===== config.mk =====
export PLATFORM = sky130hd
export DESIGN_NAME = pll_ctl_regs
export DESIGN_NICKNAME = d
export VERILOG_FILES = /design/src/rtl/pll_regs_pkg.sv /design/src/rtl/pll_reg_file.sv /design/src/rtl/pll_ref_divider.sv /design/src/rtl/pll_lock_fsm.sv /design/src/rtl/pll_ctl_regs.sv
export SDC_FILE = /design/constraint.sdc
export NUM_CORES = 1
export LEC_CHECK = 0
export ABC_CLOCK_PERIOD_IN_PS = 2650
export BUFFER_PORTS_ARGS = -buffer_cell sky130_fd_sc_hd__buf_4
export CORE_UTILIZATION = 50
export CTS_BUF_LIST = sky130_fd_sc_hd__clkbuf_4 sky130_fd_sc_hd__clkbuf_8 sky130_fd_sc_hd__clkbuf_16
export DETAILED_ROUTE_END_ITERATION = 6
export PLACE_DENSITY = 0.8
export SLEW_MARGIN = 20
export SYNTH_ARGS = -nofsm -noshare
export SYNTH_HDL_FRONTEND = slang
export SYNTH_SLANG_ARGS = --single-unit

===== constraint.sdc =====
create_clock -name clk -period 2.65 [get_ports clk]
set_input_delay 0.1325 -clock clk [delete_from_list [all_inputs] [get_ports clk]]
set_output_delay 0.1325 -clock clk [all_outputs]
set_load 0.02 [all_outputs]

===== src/rtl/pll_regs_pkg.sv =====
package pll_regs_pkg;
    localparam int DATA_W = 32;

    localparam int OFF_EN   = 0;
    localparam int OFF_STAT = 1;
    localparam int OFF_SEL1 = 2;
    localparam int OFF_SEL2 = 3;

    localparam logic [DATA_W-1:0] EN_KEEP    = 32'h0000_00CF;
    localparam logic [DATA_W-1:0] EN_RSVD    = 32'hFFFF_FF30;
    localparam logic [DATA_W-1:0] SEL1_KEEP  = 32'h03BF_FF28;
    localparam logic [DATA_W-1:0] SEL1_RSVD  = 32'hFC40_00D7;
    localparam logic [DATA_W-1:0] SEL2_KEEP  = 32'h0000_0003;
    localparam logic [DATA_W-1:0] STAT_BASE  = 32'h0000_0070;

    localparam logic [DATA_W-1:0] EN_RESET   = 32'h0000_0001;
    localparam logic [DATA_W-1:0] SEL2_RESET = 32'h0000_0002;

    typedef enum logic [1:0] {
        LK_IDLE   = 2'd0,
        LK_COUNT  = 2'd1,
        LK_LOCKED = 2'd2
    } lock_state_t;

    typedef enum logic [1:0] {
        SRC_32K  = 2'd0,
        SRC_PLL  = 2'd1,
        SRC_PLL2 = 2'd2,
        SRC_BAD  = 2'd3
    } core_src_t;
endpackage


===== src/rtl/pll_reg_file.sv =====
module pll_reg_file
    import pll_regs_pkg::*;
#(
    parameter int ADDR_W = 4
) (
    input  logic              clk,
    input  logic              rst_n,
    input  logic              bus_sel,
    input  logic              bus_we,
    input  logic [ADDR_W-1:0] bus_addr,
    input  logic [DATA_W-1:0] bus_wdata,
    output logic [DATA_W-1:0] en_q,
    output logic [DATA_W-1:0] sel1_q,
    output logic [DATA_W-1:0] sel2_q,
    output logic [DATA_W-1:0] en_nxt,
    output logic [DATA_W-1:0] sel1_nxt,
    output logic              warn_q
);
    logic wr;
    logic hit_en, hit_sel1, hit_sel2;
    logic warn_nxt;

    assign wr       = bus_sel && bus_we;
    assign hit_en   = wr && (bus_addr == ADDR_W'(OFF_EN));
    assign hit_sel1 = wr && (bus_addr == ADDR_W'(OFF_SEL1));
    assign hit_sel2 = wr && (bus_addr == ADDR_W'(OFF_SEL2));

    always_comb begin
        en_nxt   = en_q;
        sel1_nxt = sel1_q;
        warn_nxt = 1'b0;
        if (hit_en) begin
            en_nxt   = bus_wdata & EN_KEEP;
            warn_nxt = |(bus_wdata & EN_RSVD);
        end
        if (hit_sel1) begin
            sel1_nxt = bus_wdata & SEL1_KEEP;
            warn_nxt = |(bus_wdata & SEL1_RSVD);
        end
        if (hit_sel2) begin
            warn_nxt = |(bus_wdata & ~SEL2_KEEP);
        end
    end

    always_ff @(posedge clk) begin
        if (!rst_n) begin
            en_q   <= EN_RESET;
            sel1_q <= '0;
            sel2_q <= SEL2_RESET;
            warn_q <= 1'b0;
        end else begin
            en_q   <= en_nxt;
            sel1_q <= sel1_nxt;
            warn_q <= warn_nxt;
            if (hit_sel2) sel2_q <= bus_wdata & SEL2_KEEP;
        end
    end

    // enable register holds the masked write data
    assert_en_mask_R2: assert property (@(posedge clk) disable iff (!rst_n)
        hit_en |=> en_q == ($past(bus_wdata) & EN_KEEP));

    // core-source register follows the low two bits written
    assert_sel2_store_R10: assert property (@(posedge clk) disable iff (!rst_n)
        hit_sel2 |=> sel2_q[1:0] == $past(bus_wdata[1:0]));

    // reserved enable bits raise the warning
    assert_en_warn_R3: assert property (@(posedge clk) disable iff (!rst_n)
        (hit_en && |(bus_wdata & EN_RSVD)) |=> warn_q);
endmodule


===== src/rtl/pll_ref_divider.sv =====
module pll_ref_divider #(
    parameter int DIV_W = 4
) (
    input  logic             clk,
    input  logic             rst_n,
    input  logic             clr,
    input  logic             run,
    input  logic             ref_tick,
    input  logic [DIV_W-1:0] div,
    output logic             fint
);
    logic [DIV_W-1:0] pre_q;

    assign fint = run && ref_tick && (pre_q == div);

    always_ff @(posedge clk) begin
        if (!rst_n || clr) begin
            pre_q <= '0;
        end else if (run && ref_tick) begin
            pre_q <= (pre_q == div) ? '0 : pre_q + 1'b1;
        end
    end

    // prescaler never passes the divider value while running
    assert_pre_range_R7: assert property (@(posedge clk) disable iff (!rst_n)
        (run && !clr) |-> pre_q <= div);
endmodule


===== src/rtl/pll_lock_fsm.sv =====
module pll_lock_fsm
    import pll_regs_pkg::*;
#(
    parameter int LOCK_CYCLES = 20
) (
    input  logic clk,
    input  logic rst_n,
    input  logic lock_req_cur,
    input  logic lock_req_nxt,
    input  logic restart,
    input  logic fint,
    output logic run,
    output logic clr,
    output logic locked
);
    localparam int CNT_W = $clog2(LOCK_CYCLES + 1);

    lock_state_t state_q, state_nxt;
    logic [CNT_W-1:0] cnt_q;
    logic last;

    assign last = fint && (cnt_q == CNT_W'(LOCK_CYCLES - 1));

    always_comb begin
        state_nxt = state_q;
        unique case (state_q)
            LK_IDLE:   if (lock_req_nxt) state_nxt = LK_COUNT;
            LK_COUNT:  begin
                if (!lock_req_nxt)  state_nxt = LK_IDLE;
                else if (restart)   state_nxt = LK_COUNT;
                else if (last)      state_nxt = LK_LOCKED;
            end
            LK_LOCKED: begin
                if (!lock_req_nxt)  state_nxt = LK_IDLE;
                else if (restart)   state_nxt = LK_COUNT;
            end
            default:               state_nxt = LK_IDLE;
        endcase
    end

    always_ff @(posedge clk) begin
        if (!rst_n) state_q <= LK_IDLE;
        else        state_q <= state_nxt;
    end

    always_comb begin
        run    = (state_q == LK_COUNT);
        locked = (state_q == LK_LOCKED);
        clr    = (state_nxt == LK_COUNT) && (state_q != LK_COUNT || restart);
    end

    always_ff @(posedge clk) begin
        if (!rst_n || clr) begin
            cnt_q <= '0;
        end else if (run && fint && state_nxt == LK_COUNT) begin
            cnt_q <= cnt_q + 1'b1;
        end
    end

    // lock is only held while lock mode is in force
    assert_lock_needs_req_R8: assert property (@(posedge clk) disable iff (!rst_n)
        (state_q == LK_LOCKED) |-> lock_req_cur);

    // period counter stays below the lock count
    assert_cnt_range_R7: assert property (@(posedge clk) disable iff (!rst_n)
        cnt_q < CNT_W'(LOCK_CYCLES));

    // lock only rises out of the counting state
    assert_lock_from_count_R7: assert property (@(posedge clk) disable iff (!rst_n)
        $rose(locked) |-> $past(state_q) == LK_COUNT);
endmodule


===== src/rtl/pll_ctl_regs.sv =====
module pll_ctl_regs
    import pll_regs_pkg::*;
#(
    parameter int ADDR_W      = 4,
    parameter int MULT_W      = 10,
    parameter int DIV_W       = 4,
    parameter int MULT_LSB    = 12,
    parameter int DIV_LSB     = 8,
    parameter int LOCK_CYCLES = 20
) (
    input  logic              clk,
    input  logic              rst_n,
    input  logic              ref_tick,
    input  logic              bus_sel,
    input  logic              bus_we,
    input  logic [ADDR_W-1:0] bus_addr,
    input  logic [31:0]       bus_wdata,
    output logic [31:0]       bus_rdata,
    output logic              dpll_locked,
    output logic              apll_a_locked,
    output logic              apll_b_locked,
    output logic [1:0]        core_src,
    output logic              ratio_ok,
    output logic              cfg_error,
    output logic              rsvd_warn
);
    localparam int RATIO_W   = MULT_W + DIV_W;
    localparam int RATIO_LSB = DIV_LSB;

    logic [DATA_W-1:0] en_q, sel1_q, sel2_q, en_nxt, sel1_nxt, status;
    logic [MULT_W-1:0] mult_q, mult_nxt;
    logic [DIV_W-1:0]  div_q;
    logic              lock_req_cur, lock_req_nxt, restart;
    logic              fint, run, clr;
    logic [1:0]        fld_a, fld_b;
    logic [1:0]        core_code;

    pll_reg_file #(.ADDR_W(ADDR_W)) u_regs (
        .clk(clk), .rst_n(rst_n), .bus_sel(bus_sel), .bus_we(bus_we),
        .bus_addr(bus_addr), .bus_wdata(bus_wdata),
        .en_q(en_q), .sel1_q(sel1_q), .sel2_q(sel2_q),
        .en_nxt(en_nxt), .sel1_nxt(sel1_nxt), .warn_q(rsvd_warn)
    );

    assign mult_q   = sel1_q[MULT_LSB +: MULT_W];
    assign mult_nxt = sel1_nxt[MULT_LSB +: MULT_W];
    assign div_q    = sel1_q[DIV_LSB +: DIV_W];

    assign lock_req_cur = (en_q[1:0] == 2'd3) && (mult_q > MULT_W'(1));
    assign lock_req_nxt = (en_nxt[1:0] == 2'd3) && (mult_nxt > MULT_W'(1));
    assign restart      = sel1_nxt[RATIO_LSB +: RATIO_W] != sel1_q[RATIO_LSB +: RATIO_W];

    pll_ref_divider #(.DIV_W(DIV_W)) u_div (
        .clk(clk), .rst_n(rst_n), .clr(clr), .run(run),
        .ref_tick(ref_tick), .div(div_q), .fint(fint)
    );

    pll_lock_fsm #(.LOCK_CYCLES(LOCK_CYCLES)) u_fsm (
        .clk(clk), .rst_n(rst_n), .lock_req_cur(lock_req_cur),
        .lock_req_nxt(lock_req_nxt), .restart(restart), .fint(fint),
        .run(run), .clr(clr), .locked(dpll_locked)
    );

    always_comb begin
        fld_a         = en_q[7:6];
        fld_b         = en_q[3:2];
        apll_a_locked = (fld_a == 2'd3);
        apll_b_locked = (fld_b == 2'd3);
        core_src      = sel2_q[1:0];
        ratio_ok      = mult_q > MULT_W'(1);
        cfg_error     = (fld_a == 2'd1) || (fld_a == 2'd2) ||
                        (fld_b == 2'd1) || (fld_b == 2'd2) ||
                        (en_q[1:0] == 2'd0) || (core_src == SRC_BAD);
        if (core_src == SRC_32K)  core_code = 2'd3;
        else if (!dpll_locked)    core_code = 2'd1;
        else                      core_code = 2'd2;
        status = STAT_BASE;
        status[9]   = apll_a_locked;
        status[8]   = apll_b_locked;
        status[1:0] = core_code;
    end

    always_comb begin
        unique case (bus_addr)
            ADDR_W'(OFF_EN):   bus_rdata = en_q;
            ADDR_W'(OFF_STAT): bus_rdata = status;
            ADDR_W'(OFF_SEL1): bus_rdata = sel1_q;
            ADDR_W'(OFF_SEL2): bus_rdata = sel2_q;
            default:           bus_rdata = '0;
        endcase
    end

    // a degenerate multiplier never shows lock
    assert_degenerate_bypass_R6: assert property (@(posedge clk) disable iff (!rst_n)
        !ratio_ok |-> !dpll_locked);

    // dropping out of lock mode clears lock at the next edge
    assert_drop_clears_R8: assert property (@(posedge clk) disable iff (!rst_n)
        (bus_sel && bus_we && bus_addr == ADDR_W'(OFF_EN) && bus_wdata[1:0] != 2'd3)
        |=> !dpll_locked);
endmodule


# Yosys cells after proc, flatten, opt, wreduce, memory -nomap -nowiden
# Index checks and enable logic that the tools add are counted.
# op_classes
add_sub_neg,2
n_lt_le_gt_ge,2
n_eq_ne,18
muxes,16
reduce_logical,26
# op_table
cell,count
one-hot mux 26 bit (4 select lines),1
OR reduction 30 bit,1
OR reduction 26 bit,1
2-to-1 mux 22 bit,1
"greater-than comparator 10 x 1 -> 1 bit, second input constant",2
2-to-1 mux 2 bit,9
"== test 2 bit, second input constant",7
inequality test 14 bit,1
OR reduction 13 bit,1
logical AND 1 bit,11
"== test 2 x 1 -> 1 bit, second input constant",4
"== test 4 x 2 -> 1 bit, second input constant",2
logical OR 1 bit,7
logical NOT 2 bit,3
one-hot mux 2 bit (3 select lines),1
"adder 5 x 1 -> 5 bit, second input constant",1
"== test 5 bit, second input constant",1
"adder 4 x 1 -> 4 bit, second input constant",1
"== test 4 x 1 -> 1 bit, second input constant",1
== test 4 bit,1
logical NOT 4 bit,1
2-to-1 mux 4 bit,1
2-to-1 mux 1 bit,3
"inequality test 2 x 1 -> 1 bit, second input constant",1
logical NOT 1 bit,1
# word_totals
ff_bits,39
inputBits,41
output_inout_bits,40
wordCells,73

# Depth between registers and ports, before layout
# Gate-level depths: netlist of the first run.
# depth
depth_word,11
mapped_depth,7
depth_no_buf,7

# Modules after synthesis
# Synthesis of the first run repeated with hierarchy kept, for this count alone.
# hier_totals
hier_cells,500
area_unflattened_um2,4719.5
# modules_own_cells
module,instances,cells_per_inst,area_each_um2,seq_area_each_um2
pll_reg_file,1,272,2815.2,1341.3
pll_ctl_regs,1,147,1216.2,0.0
pll_lock_fsm,1,49,444.2,140.1
pll_ref_divider,1,32,244.0,80.1

# Worst setup path before layout of the first run
# OpenSTA, ideal clock, no wires.
# synth_path
kind,reg2reg
from,reg u_div.pre_q[1]
to,reg u_fsm.cnt_q[2]
setup_time_ps,86
arrival_ps,1932
required_time_ps,2564
slack_ps,632
stages_incl_launch_ff,7
n_path_buf,0
synth_period_minus_slack_ps,2018
path_cell_list,dfxtp_1 > xor2_1 > nor4_2 > nand3_1 > or3_1 > or3_1 > a221oi_2
# synth_via
elab_chain_cells,10
elab_cells_between_ends,12
cone_classes,eq/ne (2); mux (4); reduce/logical (6)
# synth_rtl
element,line_no,rtl
from (decl),pll_ref_divider.sv:12,logic [DIV_W-1:0] pre_q;
from (signal assigned),pll_ref_divider.sv:20,pre_q <= (pre_q == div) ? '0 : pre_q + 1'b1;
== test 4 bit *,pll_ref_divider.sv:14,assign fint = run && ref_tick && (pre_q == div);
logical AND 1 bit *,pll_ref_divider.sv:14,
logical AND 1 bit,pll_lock_fsm.sv:22,assign last = fint && (cnt_q == CNT_W'(LOCK_CYCLES - 1));
2-to-1 mux 2 bit,pll_lock_fsm.sv:31,else if (last) state_nxt = LK_LOCKED;
2-to-1 mux 2 bit,pll_lock_fsm.sv:30,else if (restart) state_nxt = LK_COUNT;
2-to-1 mux 2 bit,pll_lock_fsm.sv:29,if (!lock_req_nxt) state_nxt = LK_IDLE;
one-hot mux 2 bit (3 select lines),pll_lock_fsm.sv:26,unique case (state_q)
== test 2 x 1 -> 1 bit,"pll_lock_fsm.sv:49, pll_lock_fsm.sv:55",
logical AND 1 bit,pll_lock_fsm.sv:49,clr = (state_nxt == LK_COUNT) && (state_q != LK_COUNT || restart);
logical OR 1 bit,pll_lock_fsm.sv:53,if (!rst_n || clr) begin
to (signal assigned),pll_lock_fsm.sv:56,cnt_q <= cnt_q + 1'b1;
to (decl),pll_lock_fsm.sv:19,logic [CNT_W-1:0] cnt_q;
# Every way passes the cells marked *; elsewhere a longest branch is shown, timed or not.
# A chain may end at the register's enable or synchronous reset.

# Worst setup path after layout of the first run
# layout_path
from,reg u_div.pre_q[1]
to,reg u_fsm.cnt_q[0]
# The elaborated chain is that of the path after synthesis.

==> results of run 1 <==
[routing by layer]
layer / global-route usage / share of wire
met5: 0 / 0
met4: 0.07778 / 0.015
met3: 0.05339 / 0.047
met2: 0.4583 / 0.51
met1: 0.3192 / 0.43
[cells by family (layout without fill, tap and decap cells)]
kind of cell,Yosys count,count (layout)
flip-flops,39,39
AND/OR/NAND/NOR,153,153
AO/OA/AOI/OAI,58,58
XOR/XNOR,20,20
buffers and inverters,23,87
adder cells (fa/ha/maj),4,4
other,1,7
multiplexers,5,5
[how the worst min path moves through the flow]
stage                      from                       endpoint  slack (ns)  cells past startpoint
final                     rst_n  u_regs.sel2_q[1]$_SDFFE_PN1P_        0.05                      2
after global routing      rst_n  u_regs.sel2_q[1]$_SDFFE_PN1P_        0.05                      2
after CTS                 rst_n  u_regs.sel2_q[1]$_SDFFE_PN1P_        0.04                      2
after detailed placement  rst_n  u_regs.sel2_q[1]$_SDFFE_PN1P_        0.35                      2
after global placement    rst_n  u_regs.sel2_q[1]$_SDFFE_PN1P_        0.34                      2
after floorplan           rst_n  u_regs.sel2_q[1]$_SDFFE_PN1P_        0.19                      1
[metrics by stage]
step	instance area [sq um]	hold slack, ns	std cells	power, mW
6_report	2954	0.04826	425	1.127
5_1_grt	2954	0.04886	425	1.170
4_1_cts	2954	0.04378	425	1.129
3_5_place_dp	2878	0.3495	419	0.7565
3_3_place_gp	2878	0.3432	419	0.7548
2_1_floorplan	2332	0.1944	309	0.6807
[layout by cell type, fill, tap and decap left out, types with 4 or more instances in the layout]
cell type and instances:
a211oi_1 7, a21oi_1 29, and2_1 19, buf_4 77, clkbuf_8 5, conb_1 7, dfxtp_1 39, mux2i_1 4
nand2_1 57, nand3_1 17, nor2_1 19, nor3_1 10, nor4_1 8, o21ai_0 6, or3_1 4, xnor2_1 16
xor2_1 4
[sequential cells by signal, summed over array words and instances, names as in the netlist]
signal         cells
u_regs.sel1_q     19
u_regs.en_q        6
u_fsm.cnt_q        5
u_div.pre_q        4
u_fsm.state_q      2
u_regs.sel2_q      2
u_regs.warn_q      1
[power groups by stage]
stage	registers [mW]	clock network [mW]	logic, mW
global route	0.593	0.413	0.164
detailed placement	0.606	0	0.151
CTS	0.592	0.386	0.151
floorplan	0.606	0	0.0749
global placement	0.606	0	0.149
finish	0.592	0.383	0.152
[critical path, delay by kind of cell (launching register included)]
kind	cells	cell delay, ns
flip-flops	1	0.35
AND/OR/NAND/NOR	4	1.40
AO/OA/AOI/OAI	1	0.25
XOR/XNOR	1	0.18
[synthesized netlist by cell type (2+ instances only)]
cell      instances  area share
a211oi_1          7       0.023
a21oi_1          29       0.063
a221oi_1          3       0.011
a22oi_1           3      0.0098
and2_1           19       0.051
and3_1            2      0.0054
buf_4             7       0.023
clkbuf_1         12       0.020
dfxtp_1          39        0.34
ha_1              3       0.016
inv_1             3      0.0049
mux2i_1           4       0.017
nand2_1          57       0.093
nand3_1          17       0.037
nand3b_1          3      0.0098
nand4_1           3      0.0081
nor2_1           19       0.031
nor3_1           10       0.022
nor4_1            8       0.022
o21a_1            2      0.0065
o21ai_0           6       0.013
o41ai_1           2      0.0076
or2_2             3      0.0081
or3_1             4       0.011
xnor2_1          16       0.061
xor2_1            4       0.015
[area by class of cell]
class,count,area share
multi-input combinational,247,0.4871
sequential,39,0.2643
timing repair buffer,77,0.1957
clock buffer,6,0.02584
tap,52,0.02202
inverter,4,0.005083
==> summary.md, run 1 <==
| Metric | Value |
|---|---|
| Routed WL per cell | 14.36 microns |
| Routability cong. | 0.9518 |
| Core area | 4384 sq um |
| Clock latency on the worst-skew pair | 0.29 ns |
| Worst setup endpoint | u_fsm.cnt_q[0]$_SDFFE_PP0P_ |
| Critical Path Source | u_div.pre_q[1]$_SDFFE_PP0P_ |
| Required @ worst endpoint | 2.84 ns |
| Sequential share of power | 0.526 |
| Boundary Pins | 81 |
| Synthesized netlist cell count | 303 |
| Drt initial violations | 141 |
| CP startpoint kind | flop |
| H-tree depth | 2 |
| Post-synth top flop | dfxtp_1 |
| TritonCTS clock tree | done |
| IO buf count | 73 |
| Worst-path clk slew | 0.07 ns |
| Mux cell area share after synthesis | 0.02329 |
| CTS resizes | 0 |
| Final Cycle Share | 0.8558 |
| Hold Fails Final Rpt | 0 |
| Mapped Avg Cell Area | 7.623 sq um |
| Largest net degree at the start of global routing | 20 |
| First-pass GRT wire length | 10310 microns |
| HPWL Detailed | 4770 microns |
| WP data arrival | 2.46 ns |
| # setup viols final | 0 |
| Min-Delay Path Class | input pin to flop |
| Cts hold-fix bufs | 0 |
| Initial antenna violation count | 0 |
| Leakage | 1.178 nW |
| Comb power frac | 0.135 |
| Clock power share | 0.339 |
| Min Tclk post-route | 2.268 ns |
| DRC Markers | 0 |
| Pins Over Slew Limit | 0 |
| Die Width | 69.97 microns |
| Nets | 418 |
| Yosys warns | 0 |
| Worst-path cell chain | xor2_1, nor4_2, nand2_1, nor3_1, or3b_1, a221oi_1 |
| Synth Area in Adders | 0.02059 |
| Initial Util | 0.5268 |
| Antenna viol nets, final | 0 |
| Reg2Reg Setup Slack | 0.38 ns |
| Worst vdd ir | 0.2623 mV |
| Largest family of logic cells by synthesized area | simple AND/OR/NAND/NOR gates |
| Worst R2R Start | u_div.pre_q[1]$_SDFFE_PP0P_ |
| Number of setup buffers added after CTS | 0 |
| Slew of the pin with the lowest slew margin | 0.6522 ns |
| FF-to-FF End | u_fsm.cnt_q[0]$_SDFFE_PP0P_ |
| Setup CP Type | flop to flop |
| Sw power | 0.2823 mW |
| Pre-CTS setup slack | 0.4045 ns |
| Max Fclk | 440.9 MHz |
| Netlist cell types | 44 |
| Power Dens Cells | 381.5 nW/um^2 |
| Clock buffer count from CTS | 5 |
| # rows | 24 |
| DIE AREA | 4895 sq um |
| Seq/Total Area, Yosys | 0.3380 |
| R2r worst-path depth | 6 |
| Drt via density | 5.612 |
| Final WS setup | 0.3822 ns |
| FFs w/ async S/R, synth | 0 |
| Fill cell count | 411 |
| Vias in the first global route | 2226 |
| Register Area | 780.7 sq um |
| Setup repair after global routing missed its margin | false |
| Status | complete, no violations |
| Int Pwr | 0.8447 mW |
| Router iterations before antenna repair | 4 |
| Post-synth EDFFs | 0 |
| Sum Neg Setup Slack | 0 ns |
| Simple-gate share of the synthesized area | 0.3337 |
| Sink Count | 39 |
| Clk Tree Root Cell | clkbuf_8 |
| CP Capture Type | flop |
| Routed via count | 2385 |
| Layout area overhead | 27.90% |
| Critical path's slowest cell | nor4_2 |
| Die H | 69.97 microns |
| Net Sw Frac | 0.2505 |
| Max-cap violations | 0 |
| XOR/XNOR Fraction of Synth Area | 0.07584 |
| Final core occ | 0.6738 |
| Layout cells sized above 1 | 0.2466 |
| Routed WL | 6105 microns |
| Final Skew | 0.007309 ns |
| Total global routing overflow | 0 |
| Antenna Cells | 0 |
| CP peak stage delay | 0.59 ns |
| Clk buf depth | 2 |
| Post-synthesis register bit count | 39 |
| Crit-path max FO | 7 |
| Mapped Area | 2310 sq um |
| Area of the multi-input gates | 1439 sq um |
| Slew margin rel. | 0.5636 |
| Overall Global Routing Usage | 0.2608 |
| Post-synthesis compound-gate area fraction | 0.1582 |
Note: power is estimated with default switching activity, not from simulation.
==> run 2: changes to the inputs <==
--- a/config.mk
+++ b/config.mk
@@ -8,9 +8,9 @@
 export ABC_CLOCK_PERIOD_IN_PS = 2650
 export BUFFER_PORTS_ARGS = -buffer_cell sky130_fd_sc_hd__buf_4
 export CORE_UTILIZATION = 50
-export CTS_BUF_LIST = sky130_fd_sc_hd__clkbuf_4 sky130_fd_sc_hd__clkbuf_8 sky130_fd_sc_hd__clkbuf_16
+export CTS_CLUSTER_DIAMETER = 30
 export DETAILED_ROUTE_END_ITERATION = 6
-export PLACE_DENSITY = 0.8
+export PLACE_DENSITY = 0.92
 export SLEW_MARGIN = 20
 export SYNTH_ARGS = -nofsm -noshare
 export SYNTH_HDL_FRONTEND = slang
==> summary.md, run 2 (synthesized netlist as in run 1, its figures left out) <==
| Metric | Value |
|---|---|
| R2r worst-path depth | 6 (unchanged) |
| Min-Delay Path Class | input pin to flop |
| Fill cell count | 400 (-2.7%) |
| Nets | 419 (+0.24%) |
| Core area | 4384 sq um (unchanged) |
| Layout area overhead | 28.06% |
| Reg2Reg Setup Slack | 0.40 ns (+0.02 ns) |
| Slew of the pin with the lowest slew margin | 0.6260 ns (-0.02615 ns) |
| DIE AREA | 4895 sq um (unchanged) |
| Worst Hold Path EP | u_regs.sel2_q[1]$_SDFFE_PN1P_ |
| Status | complete, no violations |
| Die Width | 69.97 microns (unchanged) |
| Routed WL per cell | 14.30 microns (-0.45%) |
| WP buf/inv | 0 (unchanged) |
| Clk buf depth | 2 (unchanged) |
| Routability cong. | 0.9401 (-1.2%) |
| FF-to-FF End | u_div.pre_q[3]$_SDFFE_PP0P_ |
| Clk Tree Root Cell | clkbuf_8 |
| Sum Neg Setup Slack | 0 ns (unchanged) |
| Largest net degree at the start of global routing | 22 (+10%) |
| Clock latency on the worst-skew pair | 0.29 ns (about the same) |
| # rows | 24 (unchanged) |
| Pins Over Slew Limit | 0 (unchanged) |
| Drt via density | 5.782 (+3.0%) |
| CP startpoint kind | flop |
| HPWL Detailed | 4697 microns (-1.5%) |
| Router iterations before antenna repair | 4 (unchanged) |
| Antenna Cells | 0 (unchanged) |
| Placement Cell Area | 2885 sq um (+0.26%) |
| Cts hold-fix bufs | 0 (unchanged) |
| Leakage | 1.179 nW (about the same) |
| CP Capture Type | flop |
| IO buf count | 73 (unchanged) |
| Final Cycle Share | 0.8488 (-0.006974) |
| Setup CP Type | flop to flop |
| Final Skew | 0.005912 ns (-0.001397 ns) |
| Routed WL | 6092 microns (-0.21%) |
| Layout cells sized above 1 | 0.2460 (-0.0006595) |
| Die H | 69.97 microns (unchanged) |
| First-pass GRT wire length | 10140 microns (-1.6%) |
| Commonest non-fill, non-tap cell in the layout | buf_4 |
| Sink Count | 39 (unchanged) |
| Routed via count | 2463 (+3.3%) |
| TritonCTS clock tree | done |
| Critical path's slowest cell | maj3_1 |
| Min Tclk post-route | 2.249 ns (-0.01848 ns) |
| Boundary Pins | 81 (unchanged) |
| Drt initial violations | 155 (+9.9%) |
| Initial Util | 0.5268 (unchanged) |
| Max reg flops | 19 (unchanged) |
| Overall Global Routing Usage | 0.2588 (-0.002046) |
| Worst-path cell chain | xnor2_1, nand4_1, nor4_1, nor2_1, maj3_1, a221oi_1 |
| Cell area after layout | 2958 sq um (+0.13%) |
| WHS | 0.04079 ns (-0.007471 ns) |
| CTS resizes | 0 (unchanged) |
| Crit-path max FO | 9 (+2) |
| H-tree depth | 2 (unchanged) |
| Top delay family on crit path | simple AND/OR/NAND/NOR gates |
| # setup viols final | 0 (unchanged) |
| Worst-path clk slew | 0.07 ns (about the same) |
| Vias in the first global route | 2345 (+5.3%) |
| Worst vdd ir | 0.2659 mV (+1.4%) |
| WP data arrival | 2.43 ns (-0.03 ns) |
| DRC Markers | 0 (unchanged) |
| CP peak stage delay | 0.52 ns (-0.07 ns) |
| Pwr Total | 1.107 mW (-1.8%) |
| Max-cap violations | 0 (unchanged) |
| Power Dens Cells | 374.3 nW/um^2 (-1.9%) |
| Min-Delay Path Depth | 2 (unchanged) |
| Required @ worst endpoint | 2.83 ns (about the same) |
| Antenna viol nets, final | 0 (unchanged) |
| Clock buffer count from CTS | 5 (unchanged) |
| Largest Register | u_regs.sel1_q |
| Hold wc startpoint | rst_n |
| Total global routing overflow | 0 (unchanged) |
| Most frequent cells in the layout | buf_4 (78), nand2_1 (57), dfxtp_1 (39), a21oi_1 (29) |
| Critical Path Source | u_regs.sel1_q[9]$_SDFF_PN0_ |
| Initial antenna violation count | 0 (unchanged) |
| Hold Fails Final Rpt | 0 (unchanged) |
| Slew margin rel. | 0.5811 (+0.01750) |
| Setup repair after global routing missed its margin | false |
| Biggest regs | u_regs.sel1_q: 19 flops, u_regs.en_q: 6 flops, u_fsm.cnt_q: 5 flops |
| Max Fclk | 444.6 MHz (+0.82%) |
| Worst R2R Start | u_regs.sel1_q[9]$_SDFF_PN0_ |
| Number of setup buffers added after CTS | 0 (unchanged) |
## run 2: changes by cell type in the layout (fill, tap and decap cells not counted), sizes merged
cell  delta
buf      +1
## run 2: per-layer routing
metal	global-route usage	routed length, microns	up-vias
met5	0	0	-
met4	0.1222	218	0
met3	0.06205	386	20
met2	0.4519	3070	98
met1	0.2953	2417	1157
li1	-	-	1188
## run 2: per-stage QoR
stage,utilization,worst slack (ns),cells
after CTS,0.6747,0.4030,426
after global placement,0.6581,0.5557,420
after floorplan,-,0.6315,309
final,0.6747,0.4006,426
after detailed placement,0.6581,0.5151,420
after global routing,0.6747,0.1795,426
## run 2: worst max-delay path by stage
stage / cells past startpoint / slack [ns] / endpoint
2_1_floorplan: 6 / 0.63 / u_fsm.cnt_q[2]$_SDFFE_PP0P_
3_3_place_gp: 6 / 0.56 / u_div.pre_q[3]$_SDFFE_PP0P_
3_5_place_dp: 6 / 0.52 / u_div.pre_q[3]$_SDFFE_PP0P_
4_1_cts: 6 / 0.40 / u_div.pre_q[3]$_SDFFE_PP0P_
5_1_grt: 6 / 0.18 / u_fsm.cnt_q[0]$_SDFFE_PP0P_
6_report: 6 / 0.40 / u_div.pre_q[3]$_SDFFE_PP0P_
## run 2: layout make-up
type                    count  area, sq um  area share
clock buffers               6        72.57     0.02453
well taps                  52        65.06     0.02200
flip-flops and latches     39        780.7      0.2640
repair buffers             78        585.6      0.1980
multi-input cells         247         1439      0.4865
inverters                   4        15.01    0.005076
## run 2: where the power goes
part | leakage [nW] | total [mW] | internal (mW) | switching (mW)
registers | 0.314 | 0.593 | 0.589 | 0.00322
clock network | 0.0371 | 0.363 | 0.175 | 0.188
logic | 0.827 | 0.151 | 0.0702 | 0.0810
total | 1.18 | 1.11 | 0.835 | 0.272
